**src/rtl/fs_pkg.sv**
```systemverilog
// Shared constants for the fault supervisor: fault class indices and widths.
// Assumes five fault classes in a fixed vector order used by the policy mask.
package fs_pkg;
    localparam int NUM_CLASSES = 5;
    localparam int C_OT = 0;   // overtemperature
    localparam int C_GV = 1;   // gate-drive supply low
    localparam int C_HS = 2;   // high-side short
    localparam int C_LS = 3;   // low-side short
    localparam int C_OC = 4;   // overcurrent
endpackage

```
**src/rtl/fs_tick.sv**
```systemverilog
// Tick prescaler: emits a one-clock pulse every DIV clocks (1 MHz time base).
// Assumes DIV >= 1; with DIV == 1 every clock is a tick.
module fs_tick #(
    parameter int DIV = 4
) (
    input  logic clk,
    input  logic rst_n,
    output logic tick
);
    localparam int CW = (DIV > 1) ? $clog2(DIV) : 1;

    generate
        if (DIV == 1) begin : g_direct
            assign tick = 1'b1;
        end else begin : g_count
            logic [CW-1:0] cnt;
            // Count clocks and wrap at DIV-1.
            always_ff @(posedge clk) begin
                if (!rst_n)                   cnt <= '0;
                else if (cnt == CW'(DIV - 1)) cnt <= '0;
                else                          cnt <= cnt + 1'b1;
            end
            assign tick = (cnt == CW'(DIV - 1));
        end
    endgenerate
endmodule

```
**src/rtl/fs_timer.sv**
```systemverilog
// Loadable down counter in ticks; busy while the count is non-zero.
// Assumes load takes priority over a same-cycle tick.
module fs_timer #(
    parameter int W = 16
) (
    input  logic         clk,
    input  logic         rst_n,
    input  logic         tick,
    input  logic         load,
    input  logic [W-1:0] load_val,
    output logic         busy
);
    logic [W-1:0] cnt;

    // Capture on load, otherwise decrement once per tick down to zero.
    always_ff @(posedge clk) begin
        if (!rst_n)                   cnt <= '0;
        else if (load)                cnt <= load_val;
        else if (tick && cnt != '0)   cnt <= cnt - 1'b1;
    end

    assign busy = (cnt != '0);

    AST_TIMER_NO_WRAP: assert property (@(posedge clk) disable iff (!rst_n)
        (!load && cnt == '0) |=> (cnt == '0));
    AST_TIMER_HOLDS_VALUE: assert property (@(posedge clk) disable iff (!rst_n)
        (!load && !tick) |=> (cnt == $past(cnt)));
endmodule

```
**src/rtl/fault_supervisor.sv**
```systemverilog
// Fault supervisor for a three-phase gate driver. Classifies fault inputs by
// a per-class latch/retry mask, times retries and start-up on a shared tick,
// and derives gate enable, fault pin, start-ready and bootstrap request.
// Assumes all inputs are synchronous to clk; strobes may be one cycle wide.
module fault_supervisor #(
    parameter int                           TICK_DIV      = 4,
    parameter int                           STARTUP_TICKS = 1000,
    parameter int                           BST_TICKS     = 5,
    parameter int                           OFF_W         = 16,
    parameter logic [fs_pkg::NUM_CLASSES-1:0] LATCH_MASK  = 5'b00100
) (
    input  logic             clk,
    input  logic             rst_n,
    input  logic             supply_low,
    input  logic             sleep_n,
    input  logic             temp_ok,
    input  logic             ot_flt,
    input  logic             gv_low,
    input  logic             hs_short,
    input  logic             ls_short,
    input  logic             oc_flt,
    input  logic [OFF_W-1:0] off_time,
    output logic             gate_en,
    output logic             fault_n,
    output logic             start_ready,
    output logic             bst_req
);
    import fs_pkg::*;

    localparam int TW = OFF_W + 2;
    localparam int SW = $clog2(STARTUP_TICKS + 1);
    localparam int BW = $clog2(BST_TICKS + 1);

    logic [NUM_CLASSES-1:0] flt, latch_req, retry_req;
    logic tick, wipe, any_latch;
    logic latched, ot_wait, gv_wait, pu_pend;
    logic off_busy, bst_busy, st_busy;
    logic off_load, bst_load, st_load, gv_rec;
    logic [TW-1:0] off_val;

    assign flt = {oc_flt, ls_short, hs_short, gv_low, ot_flt};

    // Split each fault into a latch request or a retry request by policy.
    generate
        for (genvar i = 0; i < NUM_CLASSES; i++) begin : g_policy
            if (LATCH_MASK[i]) begin : g_latch
                assign latch_req[i] = flt[i];
                assign retry_req[i] = 1'b0;
            end else begin : g_retry
                assign latch_req[i] = 1'b0;
                assign retry_req[i] = flt[i];
            end
        end
    endgenerate

    assign any_latch = |latch_req;
    assign wipe      = supply_low | !sleep_n;

    fs_tick #(.DIV(TICK_DIV)) u_tick (.clk(clk), .rst_n(rst_n), .tick(tick));

    // Latch-off state: set by latching faults, cleared only by a wipe.
    always_ff @(posedge clk) begin
        if (!rst_n || wipe) latched <= 1'b0;
        else if (any_latch) latched <= 1'b1;
    end

    // Overtemperature retry: wait until temp_ok is sampled high.
    always_ff @(posedge clk) begin
        if (!rst_n || wipe)                      ot_wait <= 1'b0;
        else if (retry_req[C_OT] && !any_latch)  ot_wait <= 1'b1;
        else if (temp_ok)                        ot_wait <= 1'b0;
    end

    // Gate-supply retry: wait while the supply is low, then start charging.
    always_ff @(posedge clk) begin
        if (!rst_n || wipe)                      gv_wait <= 1'b0;
        else if (retry_req[C_GV] && !any_latch)  gv_wait <= 1'b1;
        else if (gv_rec)                         gv_wait <= 1'b0;
    end

    // Power-up pending flag so the start-up hold-off also follows reset.
    always_ff @(posedge clk) begin
        if (!rst_n) pu_pend <= 1'b1;
        else        pu_pend <= 1'b0;
    end

    assign gv_rec   = gv_wait && !gv_low && !wipe;
    assign off_load = wipe || (!any_latch && (retry_req[C_LS] || retry_req[C_OC]));
    assign off_val  = wipe ? '0 :
                      retry_req[C_LS] ? ({2'b00, off_time} + {1'b0, off_time, 1'b0}) :
                                        {2'b00, off_time};
    assign bst_load = wipe || gv_rec;
    assign st_load  = supply_low || pu_pend;

    fs_timer #(.W(TW)) u_off (
        .clk(clk), .rst_n(rst_n), .tick(tick),
        .load(off_load), .load_val(off_val), .busy(off_busy));

    fs_timer #(.W(BW)) u_bst (
        .clk(clk), .rst_n(rst_n), .tick(tick),
        .load(bst_load), .load_val(wipe ? '0 : BW'(BST_TICKS)), .busy(bst_busy));

    fs_timer #(.W(SW)) u_start (
        .clk(clk), .rst_n(rst_n), .tick(tick),
        .load(st_load), .load_val(SW'(STARTUP_TICKS)), .busy(st_busy));

    assign start_ready = !st_load && !st_busy;
    assign fault_n     = !(latched || ot_wait || gv_wait || off_busy);
    assign bst_req     = bst_busy;
    assign gate_en     = start_ready && sleep_n && fault_n && !bst_busy;

    AST_FAULT_DISABLES: assert property (@(posedge clk) disable iff (!rst_n)
        ((|flt) && off_time != '0) |=> !gate_en);
    AST_LATCH_HOLDS: assert property (@(posedge clk) disable iff (!rst_n)
        (latched && !supply_low && sleep_n) |=> (latched && !fault_n));
    AST_SUPPLY_CLEARS: assert property (@(posedge clk) disable iff (!rst_n)
        supply_low |=> (fault_n && !start_ready));
    AST_BST_BEFORE_DRIVE: assert property (@(posedge clk) disable iff (!rst_n)
        gv_rec |=> (bst_req && !gate_en));
    AST_LATCH_BEATS_RETRY: assert property (@(posedge clk) disable iff (!rst_n)
        (any_latch && !off_busy && !wipe) |=> !off_busy);
    AST_SLEEP_GATES_OFF: assert property (@(posedge clk) disable iff (!rst_n)
        !sleep_n |-> !gate_en);
endmodule

```
**config.mk**
```make
export PLATFORM = sky130hd
export DESIGN_NAME = fault_supervisor
export DESIGN_NICKNAME = d
export VERILOG_FILES = /design/src/rtl/fs_pkg.sv /design/src/rtl/fs_tick.sv /design/src/rtl/fs_timer.sv /design/src/rtl/fault_supervisor.sv
export SDC_FILE = /design/constraint.sdc
export NUM_CORES = 1
export LEC_CHECK = 0
export CAP_MARGIN = 20
export CELL_PAD_IN_SITES_DETAIL_PLACEMENT = 0
export CELL_PAD_IN_SITES_GLOBAL_PLACEMENT = 2
export CORE_ASPECT_RATIO = 0.6
export CORE_UTILIZATION = 34
export DETAILED_ROUTE_END_ITERATION = 6
export PLACE_DENSITY_LB_ADDON = 0.1
export SLEW_MARGIN = 20
export SYNTH_ARGS = -nofsm -noshare
export SYNTH_HDL_FRONTEND = slang
export SYNTH_SLANG_ARGS = --single-unit
```
**constraint.sdc**
```tcl
create_clock -name clk -period 3.17 [get_ports clk]
set_input_delay 0.634 -clock clk [delete_from_list [all_inputs] [get_ports clk]]
set_output_delay 0.634 -clock clk [all_outputs]
set_load 0.05 [all_outputs]
```
==> metrics.txt <==
Final Instance Count excl. Fillers=approximately 540; FF-to-FF setup slack=between 0.8 and 0.9 ns; clk slew on worst S/H paths=around 0.06 ns; Seq/Total Area, Yosys=24.7%; initial antenna violation count=0; prevailing post-synth register cell=dfxtp_1; die height=about 75 um; Post-CTS Resized=0; Placed Cells=~540; GR Overflow Total=0; routability cong.=0.799; share of layout cells above drive strength 1=11.8%; Leak Pwr=between 1 and 1.5 nW; Worst EP required=~3.3 ns; CTS Sinks=37; residual DRC count=0; slowest stage cell, crit path=clkdlybuf4s50_1; Top Ports=30; area of the mapped netlist=roughly 3000 um^2; clock buffer count from CTS=5; DRT iter0 DRCs=182; RSZ-0062 raised after global routing=false; Placed Area=approximately 3500 um^2; Hold-fix buffers, CTS=0; detailed-route wire length per cell=between 15 and 20 um; hold_ws=0.444 ns; vias in the first global route=2692; core region area=approximately 8500 um^2; ANT nets after route=0; Core Util, Final=between 40 and 50%; CP Max Fanout=3; data arrival time of the critical path=2.98 ns; peak supply drop=roughly 0.19 mV; final net count=between 400 and 500; FFs w/ async S/R, synth=0%; Inserted Diodes=0; Slew Viols, Final=0; first-pass GRT wire length=approximately 14 mm; H-tree depth=2; Yosys reg bits=37; row cnt=26; endpoints failing setup=0; setup_tns=0 ns; WP depth=9; Detailed Routing Iterations Pass 1=4; Layout Area Growth over Synthesis=22.4%; final worst slack=roughly 0.36 ns; max cap viols=0; largest net degree at the start of global routing=20; Post-Syn Instances=about 390; outcome=completed; Die X=roughly 120 um; worst clock skew=a little under 0.004 ns; pre-CTS worst setup slack=a little under 0.04 ns; Crit path max-delay family=compound AO/OA/AOI/OAI gates; fin crit share=between 80% and 90%; Buffers & Inverters on Critical Path=1; final wirelength=slightly above 9 mm; final hold violation count=0; Synth Warn #=0; CP Capture Type=flop; critical-path cell list=clkdlybuf4s50_1 -> ha_1 -> fa_1 -> a211oi_1 -> o21a_1 -> nor2_1 -> a221o_1 -> a21oi_1 -> o22ai_1; Starting Density=35.2%; root buffer cell=clkbuf_16; Yosys top cell by area=dfxtp_1; FMAX=roughly 360 MHz; Syn Area/Cell=between 7 and 8 um^2; Reg2Reg Depth=7; Final Cell Area=about 3700 um^2; CP Launch Point=off_time[0]; PnR Total Power=between 1.5 and 2 mW; I/O Buffers=29; worst min path class=reg -> reg; post-synth net total=438; clock period minus final worst setup slack=2.81 ns; detailed placement HPWL=between 7 and 8 mm; GR Util All Layers=approximately a fifth; Critical Path Sink=u_off.cnt[17]; Clock Latency Late Sink=roughly 0.29 ns; kind of critical path=in -> reg; Post-synth EDFFs=0; RR Endpoint=u_off.cnt[8]; Power Dens Cells=around 440 nW/um^2; Setup crit start kind=primary input; CP peak stage delay=0.44 ns; synth unique cells=just over 60; Slew Limit Headroom=56.4%; Post CTS Setup Buffer Count=0; top cells by area, synth=dfxtp_1 (25%), ha_1 (9.2%), a21oi_1 (5.3%); CTS tree=yes; CTS max path bufs=2; area fraction of the dominant cell type after synthesis=approximately a quarter; Via density=5.63; worst slew pin tran=0.645 ns; via count=~3k; die area=9210 um^2; RR Startpoint=u_off.cnt[0]
worst min path at each step:
stage,startpoint,end,slack [ns],cells past startpoint
3_5_place_dp,u_tick.g_count.cnt[0],u_tick.g_count.cnt[0],0.42,1
5_1_grt,u_tick.g_count.cnt[0],u_tick.g_count.cnt[0],0.47,1
2_1_floorplan,u_tick.g_count.cnt[0],u_tick.g_count.cnt[0],0.40,1
6_report,u_tick.g_count.cnt[0],u_tick.g_count.cnt[0],0.44,1
3_3_place_gp,u_tick.g_count.cnt[0],u_tick.g_count.cnt[0],0.41,1
4_1_cts,u_tick.g_count.cnt[0],u_tick.g_count.cnt[0],0.44,1
kinds of logic after synthesis:
family / Yosys count / synth area share [%]
and+or+nand+nor: 152 / 27.1
AOI/OAI and AO/OA: 126 / 27.3
DFF: 37 / 24.7
buffers and inverters: 28 / 4.05
adders and majority gates: 23 / 9.85
xor gates and xnor gates: 17 / 4.97
muxes: 6 / 2.05
layout by cell type (no fill, tap or decap), types with 10 or more instances in the layout:
cell type,Yosys,layout
dfxtp_1,37,37
inv_1,17,17
xnor2_1,11,11
nor2_1,38,38
o21ai_0,29,29
clkdlybuf4s50_1,0,26
a211oi_1,10,10
a21oi_1,32,32
nand3_1,14,14
nor3_1,14,12
nand2_1,33,33
buf_4,0,19
ha_1,22,22
synthesized netlist by cell type (5+ instances only):
cell	n
nand2_1	33
nand3_1	14
o22ai_1	5
nor3_1	14
mux2i_1	5
dfxtp_1	37
clkbuf_1	8
nand2b_1	6
or3_1	7
xor2_1	6
nor2_1	38
a31oi_1	7
xnor2_1	11
and3_1	6
o211ai_1	6
nor4_1	6
nand4_1	5
a211oi_1	10
inv_1	17
ha_1	22
o21ai_0	29
a21o_1	7
a21oi_1	32
registers in the layout, summed over array words and instances (netlist names):
name,count
latched,1
ot_wait,1
pu_pend,1
u_start.cnt,10
gv_wait,1
u_tick.g_count.cnt,2
u_bst.cnt,3
u_off.cnt,18
worst register-to-register path, stage by stage (launching register included):
cell and delay, ns:
dfxtp_1 0.34, inv_1 0.09, ha_1 0.23, nor4b_1 0.56
nand2_1 0.29, or3_2 0.48, xor2_1 0.16, o22ai_1 0.14
power breakdown:
group	switching, mW	internal, mW	total [mW]
Sequential	0.0268	0.489	0.516
Clock	0.210	0.393	0.603
Combinational	0.277	0.202	0.478
metal layers:
metal  routed length, um  GRT usage, %  part of all wire [%]
met2                3270          26.5                    36
met4                  58          4.02                  0.64
met5                   0             0                     0
met3                 484          4.39                   5.3
met1                5290          34.1                    58
final cells by class:
class,instances,area (um^2)
Clock buffer,6,139
Clock inverter,2,37.5
Fill cell,921,4850
Inverter,17,63.8
Multi-Input combinational cell,324,2140
Sequential cell,37,741
Tap cell,112,140
Timing Repair Buffer,45,403
Power figures use the tool's default switching activity.
